==> config.mk <==
export PLATFORM = sky130hd
export DESIGN_NAME = bus_unstick_seq
export DESIGN_NICKNAME = d
export VERILOG_FILES = /design/src/rtl/unstick_pkg.sv /design/src/rtl/unstick_sync.sv /design/src/rtl/unstick_halftimer.sv /design/src/rtl/unstick_fsm.sv /design/src/rtl/bus_unstick_seq.sv
export SDC_FILE = /design/constraint.sdc
export NUM_CORES = 1
export LEC_CHECK = 0
export BUFFER_PORTS_ARGS = -buffer_cell sky130_fd_sc_hd__buf_2
export CORE_MARGIN = 5
export CORE_UTILIZATION = 30
export DETAILED_ROUTE_END_ITERATION = 7
export PLACE_DENSITY_LB_ADDON = 0.3
export SYNTH_ARGS = -nofsm -noshare
export SYNTH_HDL_FRONTEND = slang
export SYNTH_SLANG_ARGS = --single-unit
==> constraint.sdc <==
create_clock -name clk -period 2 [get_ports clk]
set_input_delay 0.4 -clock clk [delete_from_list [all_inputs] [get_ports clk]]
set_output_delay 0.4 -clock clk [all_outputs]
set_load 0.005 [all_outputs]
==> src/rtl/unstick_pkg.sv <==
package unstick_pkg;

  typedef enum logic [2:0] {
    ST_IDLE      = 3'd0,
    ST_CLK_LO    = 3'd1,
    ST_CLK_HI    = 3'd2,
    ST_STOP_BOTH = 3'd3,
    ST_STOP_SDA  = 3'd4
  } ustate_e;

  // Continue pulsing only while the line is still held and the budget remains.
  function automatic logic keep_pulsing(input logic sda_high,
                                        input int unsigned issued,
                                        input int unsigned limit);
    return !sda_high && (issued < limit);
  endfunction

  // Width needed to hold values 0..n.
  function automatic int unsigned cnt_width(input int unsigned n);
    return (n < 2) ? 1 : $clog2(n + 1);
  endfunction

endpackage

==> src/rtl/unstick_sync.sv <==
module unstick_sync #(
  parameter int unsigned STAGES    = 2,
  parameter logic        RESET_VAL = 1'b1
) (
  input  logic clk,
  input  logic rst_n,
  input  logic din,
  output logic dout
);
  logic [STAGES-1:0] chain;

  always_ff @(posedge clk) begin
    if (!rst_n) chain <= {STAGES{RESET_VAL}};
    else        chain <= {chain[STAGES-2:0], din};
  end

  assign dout = chain[STAGES-1];
endmodule

==> src/rtl/unstick_halftimer.sv <==
module unstick_halftimer #(
  parameter int unsigned HALF_CYCLES  = 1500,
  parameter bit          USE_EXT_TICK = 1'b0
) (
  input  logic clk,
  input  logic rst_n,
  input  logic run,
  input  logic ext_tick,
  output logic tick
);
  localparam int unsigned CW = unstick_pkg::cnt_width(HALF_CYCLES);

  generate
    if (USE_EXT_TICK) begin : g_ext
      assign tick = run && ext_tick;
    end else begin : g_int
      logic [CW-1:0] cnt;
      logic          unused_ext;
      assign unused_ext = ext_tick;
      assign tick = run && (cnt == CW'(HALF_CYCLES - 1));
      always_ff @(posedge clk) begin
        if (!rst_n || !run) cnt <= '0;
        else if (tick)      cnt <= '0;
        else                cnt <= cnt + 1'b1;
      end
    end
  endgenerate
endmodule

==> src/rtl/unstick_fsm.sv <==
module unstick_fsm
  import unstick_pkg::*;
#(
  parameter int unsigned MAX_PULSES = 9,
  localparam int unsigned PW = cnt_width(MAX_PULSES)
) (
  input  logic          clk,
  input  logic          rst_n,
  input  logic          start,
  input  logic          sda_high,
  input  logic          tick,
  output ustate_e       state,
  output logic [PW-1:0] pulse_cnt,
  output logic          done,
  output logic          fail
);
  logic stuck_q;

  always_ff @(posedge clk) begin
    if (!rst_n) begin
      state     <= ST_IDLE;
      pulse_cnt <= '0;
      done      <= 1'b0;
      fail      <= 1'b0;
      stuck_q   <= 1'b0;
    end else begin
      done <= 1'b0;
      unique case (state)
        ST_IDLE: if (start) begin
          fail      <= 1'b0;
          pulse_cnt <= '0;
          stuck_q   <= 1'b0;
          if (sda_high) done  <= 1'b1;
          else          state <= ST_CLK_LO;
        end
        ST_CLK_LO: if (tick) begin
          state     <= ST_CLK_HI;
          pulse_cnt <= pulse_cnt + 1'b1;
        end
        ST_CLK_HI: if (tick) begin
          if (keep_pulsing(sda_high, int'(pulse_cnt), MAX_PULSES)) begin
            state <= ST_CLK_LO;
          end else begin
            state   <= ST_STOP_BOTH;
            stuck_q <= !sda_high;
          end
        end
        ST_STOP_BOTH: if (tick) state <= ST_STOP_SDA;
        ST_STOP_SDA: if (tick) begin
          state <= ST_IDLE;
          done  <= 1'b1;
          fail  <= stuck_q;
        end
        default: state <= ST_IDLE;
      endcase
    end
  end
endmodule

==> src/rtl/bus_unstick_seq.sv <==
module bus_unstick_seq
  import unstick_pkg::*;
#(
  parameter int unsigned HALF_CYCLES  = 1500,
  parameter int unsigned MAX_PULSES   = 9,
  parameter bit          USE_EXT_TICK = 1'b0,
  localparam int unsigned PW = cnt_width(MAX_PULSES)
) (
  input  logic clk,
  input  logic rst_n,
  input  logic start,
  input  logic sda_in,
  input  logic ext_tick,
  output logic scl_drive_low,
  output logic sda_drive_low,
  output logic busy,
  output logic done,
  output logic fail
);
  ustate_e       state;
  logic [PW-1:0] pulse_cnt;
  logic          sda_sync;
  logic          half_tick;

  unstick_sync #(.STAGES(2), .RESET_VAL(1'b1)) u_sync (
    .clk(clk), .rst_n(rst_n), .din(sda_in), .dout(sda_sync)
  );

  unstick_halftimer #(.HALF_CYCLES(HALF_CYCLES), .USE_EXT_TICK(USE_EXT_TICK)) u_timer (
    .clk(clk), .rst_n(rst_n), .run(busy), .ext_tick(ext_tick), .tick(half_tick)
  );

  unstick_fsm #(.MAX_PULSES(MAX_PULSES)) u_fsm (
    .clk(clk), .rst_n(rst_n), .start(start), .sda_high(sda_sync),
    .tick(half_tick), .state(state), .pulse_cnt(pulse_cnt),
    .done(done), .fail(fail)
  );

  assign busy          = (state != ST_IDLE);
  assign scl_drive_low = (state == ST_CLK_LO) || (state == ST_STOP_BOTH);
  assign sda_drive_low = (state == ST_STOP_BOTH) || (state == ST_STOP_SDA);
endmodule

After elaboration in Yosys (flattened, before gate mapping):

Index checks and enable logic that the tools add are counted.

* bits in read-only memories: 0
* latch bits: 0
* memory bits (writable): 0
* memories kept: 0
* flip-flop bits (word level): 23
* output and inout port bits: 5
* bits of input ports: 5

* $mul: 0
* add/subtract/negate cells: 2
* shifts and indexed selects: 0
* magnitude comparators: 1
* div/mod/pow operators: 0
* reductions and logical operators: 18
* bitwise operators: 0
* muxes and demuxes: 21
* eq/ne operators: 12

Operators by type and width (count)
* 2-to-1 mux 3 bit: 6
* case mux 3 bit (5 select lines): 1
* inequality test 2 bit (second input constant): 7
* adder 11 x 1 -> 11 bit (second input constant): 1
* == test 11 bit (second input constant): 1
* 2-to-1 mux 4 bit: 2
* case mux 4 bit (2 select lines): 1
* 2-to-1 mux 1 bit: 7
* == test 3 x 2 -> 1 bit (second input constant): 2
* case mux 1 bit (2 select lines): 3
* AND reduction 3 bit: 2
* AND reduction 6 bit: 1
* nonzero test 2 bit: 3
* adder 4 x 1 -> 4 bit (second input constant): 1
* less-than comparator 4 bit (second input constant): 1
* AND reduction 4 bit: 1
* == test 3 x 1 -> 1 bit (second input constant): 1
* == test 3 bit (second input constant): 1
* logical NOT 1 bit: 3
* logical NOT 3 bit: 1
* logical OR 1 bit: 3
* nonzero test 3 bit: 1
* logical AND 1 bit: 2
* 2-to-1 mux 2 bit: 1
* OR reduction 2 bit: 1

Logic depth before layout (Yosys ltp):

Gate-level depths: netlist of run 1.

* word-level depth: 5
* depth in mapped cells: 6

Cells and area by module:

A second synthesis of run 1 with hierarchy kept.

* cell total of the unflattened synthesis: 134
* area total of the unflattened synthesis: 1181.1 um2

Modules (own cells, without submodules)
* unstick_fsm: area each 584.3 um2, cells an instance 71, instances 1, seq. area each 200.2 um2
* unstick_halftimer: area each 511.7 um2, cells an instance 54, instances 1, seq. area each 220.2 um2
* unstick_sync: area each 52.6 um2, cells an instance 4, instances 1, seq. area each 40.0 um2
* bus_unstick_seq: area each 32.5 um2, cells an instance 5, instances 1, seq. area each 0.0 um2

Least setup slack after synthesis of run 1:

No wires, ideal clock.

* path kind: register to register
* from: register u_timer.g_int.cnt[0]
* to: register u_fsm.state[0]
* setup slack: 584 ps
* stages on the path, launching flop included: 7
* library setup time: 136 ps
* buffers on the path: 1
* data arrival time: 1280 ps
* cell sequence: dfxtp_1 ha_1 and4b_1 and3_1 buf_6 a211oi_2 a211oi_1

* word-level cells in the longest chain between the ends: 4

RTL lines
* start, declared: line unstick_halftimer.sv:17 `logic [CW-1:0] cnt;`
* start signal, assigned: line unstick_halftimer.sv:24 `else cnt <= cnt + 1'b1;`
* == test 11 bit (*): line unstick_halftimer.sv:20 `assign tick = run && (cnt == CW'(HALF_CYCLES - 1));`
* logical AND 1 bit (*): line unstick_halftimer.sv:20
* inequality test 2 bit (no line)
* AND reduction 6 bit (no line) (*)
* end signal, assigned: line unstick_fsm.sv:21 `state <= ST_IDLE;`
* end signal, assigned: line unstick_fsm.sv:34 `else state <= ST_CLK_LO;`
* end signal, assigned: line unstick_fsm.sv:37 `state <= ST_CLK_HI;`
* end, declared: line unstick_fsm.sv:12 `output ustate_e state,`

Mark *: on every way between the ends. The rest lies on a longest branch, timed or not.
A chain may end at the register's enable or synchronous reset.

Worst setup path after layout of run 1:

* from: register u_fsm.state[1]
* to: output busy

* word-level cells in the longest chain between the ends: 1

RTL lines
* nonzero test 3 bit: line bus_unstick_seq.sv:39 `assign busy = (state != ST_IDLE);`
* end, declared: line bus_unstick_seq.sv:16 `output logic busy,`

Every way passes these cells.

==> reports/qor.yml, run 1 <==
slew_viol_final: 0
synth_area_leaders: "sky130_fd_sc_hd__dfxtp_1 (40%), sky130_fd_sc_hd__nor2_1 (6.1%), sky130_fd_sc_hd__xnor2_1 (5.3%)"
post_synth_most_frequent_cells: "sky130_fd_sc_hd__dfxtp_1 (23), sky130_fd_sc_hd__nor2_1 (19), sky130_fd_sc_hd__nand2_1 (15), sky130_fd_sc_hd__nand3_1 (8)"
global_route_wire_length_before_repair_mm: 4.036
critical-path-top-delay-family: "flip-flops"
drc: 0
max_cap_violations: 0
crit_arrival_ps: 1310
totalWireLength_mm: 2.164
end_of_flow_core_utilization: 0.3401
ctsResizeCount: 0
critical_path.reg2reg.endpoint: "u_fsm.state[0]"
fmaxAchievable_mhz: 584.3
crit_path_end: "busy"
port_buffers: 8
timing.rr.start: "u_timer.g_int.cnt[0]"
detail_route_antenna_nets: 0
clock_insertion_delay_worst_skew_ps: 260
final_hold_viol_count: 0
avgViaCountPerCell: 4.881
tritoncts.num_buffers: 3
worst-path-stages: 3
crit_path_start_kind: "register"
critical_path_fanouts_max: 9
power.density_mw_per_mm2: 622.6
post_synth_instance_area_mm2: 0.001162
most_frequent_cell_after_synthesis: "sky130_fd_sc_hd__dfxtp_1"
worstSetupEndpointType: "output pin"
vdd.ir_drop.worst_v: 0.0003924
antenna_found_initial: 0
timing.critical_path.cells: "nor3_1 > inv_1 > buf_2"
number_of_global_route_vias_before_repair: 892
ff2ff_setup_slack_ps: 330
netlist-cell-type-count: 36
synth_compound_gate_area_share: 0.1033
totalNegativeSetupSlack_ps: 0
yosys-mux-area-fraction: 0.01722
area_growth_syn_to_layout_pct: 8.719
crit_type: "register to output pin"
fin_area_mm2: 0.001264
slew_headroom: 0.7421
synth_top_area_cell: "sky130_fd_sc_hd__dfxtp_1"
worst_path_buffer_plus_inverter_count: 2
worst_slack_ps: 288.6
core-area_mm2: 0.003716
cts.clk_slew.worst_paths_ps: 80
die_area_mm2: 0.005219
post-place-cells: 181
postSynth.topFlopCell: "sky130_fd_sc_hd__dfxtp_1"
worst_r2r_path_depth: 5
cts_tree: "done"
postSynthRegisterBits: 23
dieWidth_um: 72.25
die_h_um: 72.25
finalWorstPathRequiredPeriod_ps: 1711
synthAdderAreaFrac: 0.03229
firstDrtPassIters: 4
cell_at_the_root_of_the_clock_tree: "sky130_fd_sc_hd__clkbuf_8"
gr-total-overflow: 0
timing.critical_path.slowest_stage_cell: "sky130_fd_sc_hd__dfxtp_1"
layout_worst_path_cycle_share: 0.8557
via_count: 903
drt_first_iter_violations: 67
track_usage: 0.09701
tritoncts_num_sinks: 23
cellLeakagePower_uw: 0.0004429
synth_async_sr_flop_share: 0
count_of_final_setup_violators: 0
cts_hold_repair.buffers: 0
run_status: "completed"
routedWlPerCell_um: 11.70
hp-class: "primary input to register"
syn-num-nets: 138
place.gp.congestion: 0.7131
final_net_count: 146
floorplan.rows: 22
start_util: 0.3128
synth.yosys.seq_area_share: 0.3961
synth_top_family_by_area: "simple AND/OR/NAND/NOR gates"
preCtsSetupSlack_ps: 376.5
cts_setup_buffers: 0
synth_top_area_frac: 0.3961
clock_tree.buffer_depth: 2
fillCellCount: 392
ctsHtreeMaxLevel: 1
dp.final_hpwl_mm: 1.641
synthSimpleGateAreaFrac: 0.3219
xor_xnor_share_of_the_synthesized_area: 0.06781
crit_path_max_incr_delay_ps: 420
antenna_cells_inserted: 0
dpl_cell_area_mm2: 0.001217
yosysWarningCount: 0
worst-slew-pin-transition_ps: 386.8
final_cell_count_no_fill: 185
setup.worst_path.start: "u_fsm.state[1]"
grt_start_max_net_pins: 21
fin_skew_ps: 1.843
postSynthCellCount: 130
number_of_flops_mapped_to_enable_cells_by_yosys: 0
post_synth.cell_area_avg_um2: 8.941
timing.critical_path.required_ps: 1600
rsz0062_at_grt: "no"
design.portCount: 10
final_layout_size_suffix_gt1_frac: 0.1387
registers in the layout, indices dropped and copies added, names as in the netlist:
name	cells
u_fsm.fail	1
u_fsm.state	3
u_fsm.stuck_q	1
u_fsm.done	1
u_sync.chain	2
u_timer.g_int.cnt	11
u_fsm.pulse_cnt	4
layout make-up:
cell class | instances | area, um^2 | share of cell area
multi-input cells | 95 | 630.6 | 0.4990
flip-flops and latches | 23 | 460.4 | 0.3644
well taps | 48 | 60.06 | 0.04752
clock buffers | 3 | 41.29 | 0.03267
repair buffers | 8 | 40.04 | 0.03168
inverters | 7 | 26.28 | 0.02079
clock inverters | 1 | 5.005 | 0.003960
metrics by stage:
stage	total power, uW	hold WS [ps]
final	786.8	314.8
after global routing	829.5	330.4
after CTS	800.6	314.2
after detailed placement	510.2	394.4
after global placement	509.7	392.0
after floorplan	500.0	386.3
cells in the final DEF, fill, tap and decap left out, types with 2 or more instances in the layout:
cell	instances
sky130_fd_sc_hd__ha_1	3
sky130_fd_sc_hd__xnor2_1	7
sky130_fd_sc_hd__nand4b_1	3
sky130_fd_sc_hd__a21oi_1	3
sky130_fd_sc_hd__nor3b_1	2
sky130_fd_sc_hd__mux2i_1	2
sky130_fd_sc_hd__and3_1	2
sky130_fd_sc_hd__nor3_1	4
sky130_fd_sc_hd__clkbuf_8	3
sky130_fd_sc_hd__xor2_1	2
sky130_fd_sc_hd__inv_1	7
sky130_fd_sc_hd__dfxtp_1	23
sky130_fd_sc_hd__nand3_1	8
sky130_fd_sc_hd__nand4_1	3
sky130_fd_sc_hd__a211oi_1	2
sky130_fd_sc_hd__nor2_1	19
sky130_fd_sc_hd__nand2b_1	4
sky130_fd_sc_hd__nand2_1	15
sky130_fd_sc_hd__buf_2	8
sky130_fd_sc_hd__nor3b_4	2
worst min-delay path by stage:
| stage | cells past startpoint | start | to |
|---|---|---|---|
| detailed placement | 1 | u_sync.chain[0] | u_sync.chain[1] |
| floorplan | 1 | u_sync.chain[0] | u_sync.chain[1] |
| global route | 2 | sda_in | u_sync.chain[0] |
| global placement | 1 | u_sync.chain[0] | u_sync.chain[1] |
| finish | 2 | sda_in | u_sync.chain[0] |
| CTS | 2 | sda_in | u_sync.chain[0] |
cells by family after synthesis:
logic type,count (synthesis)
muxes,2
and+or+nand+nor,68
buffers and inverters,12
DFF,23
AOI/OAI and AO/OA,13
adders and majority gates,3
xor gates and xnor gates,9
layer usage:
layer  part of all wire  global-route usage  vias up
met5                  0                   0        -
met4             0.0074             0.02923        0
met3              0.058             0.03601        2
met2               0.49              0.1587       19
met1               0.44              0.1180      421
li1                   -                   -      461
power breakdown:
part           internal (uW)  switching (uW)  total (uW)  leakage [uW]
sequential               462            3.74         465      0.000186
combinational           12.4            20.8        33.1      0.000231
clock                    139             149         288     0.0000255
total                    613             174         787      0.000443
Power figures use the tool's default switching activity.
==> run 2, diff against run 1 <==
Settings changed: CORE_ASPECT_RATIO set to 1.1.
==> run 2 against run 1 <==
  * Clock skew is 7.6 ps higher
  * Final cell count up 1.1%
  * Die area about the same
  * Fmax rose by 1.4%
  * Sequential share of layout area about the same
  * Via count decreased by 2.9%
  * Largest cell class unchanged
==> reports/qor.yml, run 2 (synthesized netlist as in run 1, its figures left out) <==
switchingPower_uw: 167.8  # -3.4%
detail_route_antenna_nets: 0  # unchanged
die_area_mm2: 0.005221  # about the same
design.portCount: 10  # unchanged
start_util: 0.3156  # +0.002762
preCtsSetupSlack_ps: 346.1  # -30.46 ps
crit_arrival_ps: 1290  # -20 ps
dp.final_hpwl_mm: 1.614  # -1.7%
track_usage: 0.09215  # -0.004861
tritoncts_num_sinks: 23  # unchanged
cts_tree: "done"
biggestRegsByFlops: "u_timer.g_int.cnt x11, u_fsm.pulse_cnt x4, u_fsm.state x3"
dpl_cell_area_mm2: 0.001220  # +0.21%
count_of_final_setup_violators: 0  # unchanged
max_cap_violations: 0  # unchanged
commonest_non_fill_non_tap_cell_in_the_layout: "sky130_fd_sc_hd__dfxtp_1"
number_of_flip_flops_under_the_largest_register_name: 11  # unchanged
totalNegativeSetupSlack_ps: 0  # unchanged
global_route_wire_length_before_repair_mm: 3.877  # -3.9%
min_to: "u_sync.chain[0]"
core-area_mm2: 0.003684  # -0.88%
hold_path_depth: 2  # unchanged
drc: 0  # unchanged
fin_skew_ps: 9.488  # +7.644 ps
totalWireLength_mm: 2.142  # -1.0%
pwr-share-comb: 0.042  # about the same
min_from: "sda_in"
finalWorstPathRequiredPeriod_ps: 1687  # -24.40 ps
number_of_global_route_vias_before_repair: 873  # -2.1%
power.density_mw_per_mm2: 619.8  # -0.45%
worst_r2r_path_depth: 5  # unchanged
worst-slew-pin-transition_ps: 387.0  # +0.1930 ps
fmaxAchievable_mhz: 592.8  # +1.4%
run_status: "completed"
power.share.switching: 0.2140  # -0.006764
fin_total_pwr_uw: 784.0  # -0.35%
clock_tree.buffer_depth: 2  # unchanged
most-common-layout-cells: "sky130_fd_sc_hd__dfxtp_1 (23), sky130_fd_sc_hd__nor2_1 (19), sky130_fd_sc_hd__nand2_1 (15)"
worstSetupEndpointType: "output pin"
internal_power_uw: 616.3  # +0.51%
crit_type: "register to output pin"
clock_insertion_delay_worst_skew_ps: 260  # about the same
cts.clk_slew.worst_paths_ps: 80  # about the same
rsz0062_at_grt: "no"
grt_start_max_net_pins: 21  # unchanged
timing.critical_path.required_ps: 1600  # about the same
cts_setup_buffers: 0  # unchanged
worst_slack_ps: 313.0  # +24.40 ps
antenna_found_initial: 0  # unchanged
die_h_um: 75.29  # +4.2%
critical_path.reg2reg.endpoint: "u_fsm.state[0]"
firstDrtPassIters: 4  # unchanged
slew_viol_final: 0  # unchanged
final_hold_viol_count: 0  # unchanged
cell_at_the_root_of_the_clock_tree: "sky130_fd_sc_hd__clkbuf_8"
port_buffers: 8  # unchanged
ff2ff_setup_slack_ps: 330  # about the same
slew_headroom: 0.7416  # about the same
crit_path_start_kind: "register"
drt_first_iter_violations: 40  # -40%
registers.top_by_ff_count: "u_timer.g_int.cnt"
cellLeakagePower_uw: 0.0004402  # -0.62%
critical_path_fanouts_max: 9  # unchanged
layout_worst_path_cycle_share: 0.8435  # -0.01220
clock_power_share: 0.363  # -0.003
vdd.ir_drop.worst_v: 0.0003361  # -14%
antenna_cells_inserted: 0  # unchanged
routedWlPerCell_um: 11.45  # -2.1%
ctsResizeCount: 0  # unchanged
hp-class: "primary input to register"
place.gp.congestion: 0.7738  # +8.5%
dieWidth_um: 69.35  # -4.0%
gr-total-overflow: 0  # unchanged
ctsHtreeMaxLevel: 1  # unchanged
avgViaCountPerCell: 4.690  # -3.9%
via_count: 877  # -2.9%
final_net_count: 146  # unchanged
power.share.sequential: 0.594  # +0.002
floorplan.rows: 23  # +4.5%
area_growth_syn_to_layout_pct: 8.826  # about the same
final_layout_size_suffix_gt1_frac: 0.1314  # -0.007299
timing.rr.start: "u_timer.g_int.cnt[0]"
tritoncts.num_buffers: 3  # unchanged
fin_area_mm2: 0.001265  # about the same
cts_hold_repair.buffers: 0  # unchanged
-- run 2: cell types whose count changed in the layout (fill, tap and decap cells not counted) --
cell,change
sky130_fd_sc_hd__clkbuf_1,+1
sky130_fd_sc_hd__clkinv_2,-1
-- run 2: power by group through the flow --
stage	Sequential, uW	Clock, uW	Combinational [uW]
final	466	285	33.2
after global routing	467	318	38.8
after CTS	466	299	34.0
after detailed placement	477	0	34.0
after global placement	476	0	33.2
after floorplan	476	0	24.2
-- run 2: metrics by stage --
step,std cells,hold WS [ps],utilization
floorplan,130,386.3,-
global placement,183,390.9,0.3312
detailed placement,183,396.4,0.3312
CTS,187,319.5,0.3434
global route,187,319.7,0.3434
finish,187,320.7,0.3434
-- run 2: final cells by class --
cell class	instances	area (um^2)
clock buffers	4	45.04
fillers	397	2419
inverters	7	26.28
multi-input cells	95	630.6
flip-flops and latches	23	460.4
well taps	50	62.56
repair buffers	8	40.04
-- run 2: worst max-delay path by stage --
stage	slack [ps]	startpoint	to	cells after the start
after floorplan	580	u_timer.g_int.cnt[0]	u_fsm.state[0]	6
after global placement	430	u_timer.g_int.cnt[0]	u_fsm.stuck_q	5
after detailed placement	350	u_timer.g_int.cnt[0]	u_fsm.state[0]	5
after CTS	290	u_fsm.state[1]	busy	3
after global routing	180	u_timer.g_int.cnt[0]	u_fsm.state[0]	5
final	310	u_fsm.state[1]	busy	3
-- run 2: layer usage --
metal / wire length (um) / part of all wire / up-vias / GRT usage
met5: 0 / 0 / - / 0
met4: 2 / 0.00093 / 0 / 0.02386
met3: 98 / 0.046 / 2 / 0.03738
met2: 1059 / 0.49 / 9 / 0.1631
met1: 981 / 0.46 / 403 / 0.1046
li1: - / - / 463 / -
-- run 2: worst max-delay path, cell delays in order (launching register included) --
cell	delay, ps
sky130_fd_sc_hd__dfxtp_1	430
sky130_fd_sc_hd__nor3_1	320
sky130_fd_sc_hd__inv_1	120
sky130_fd_sc_hd__buf_2	150
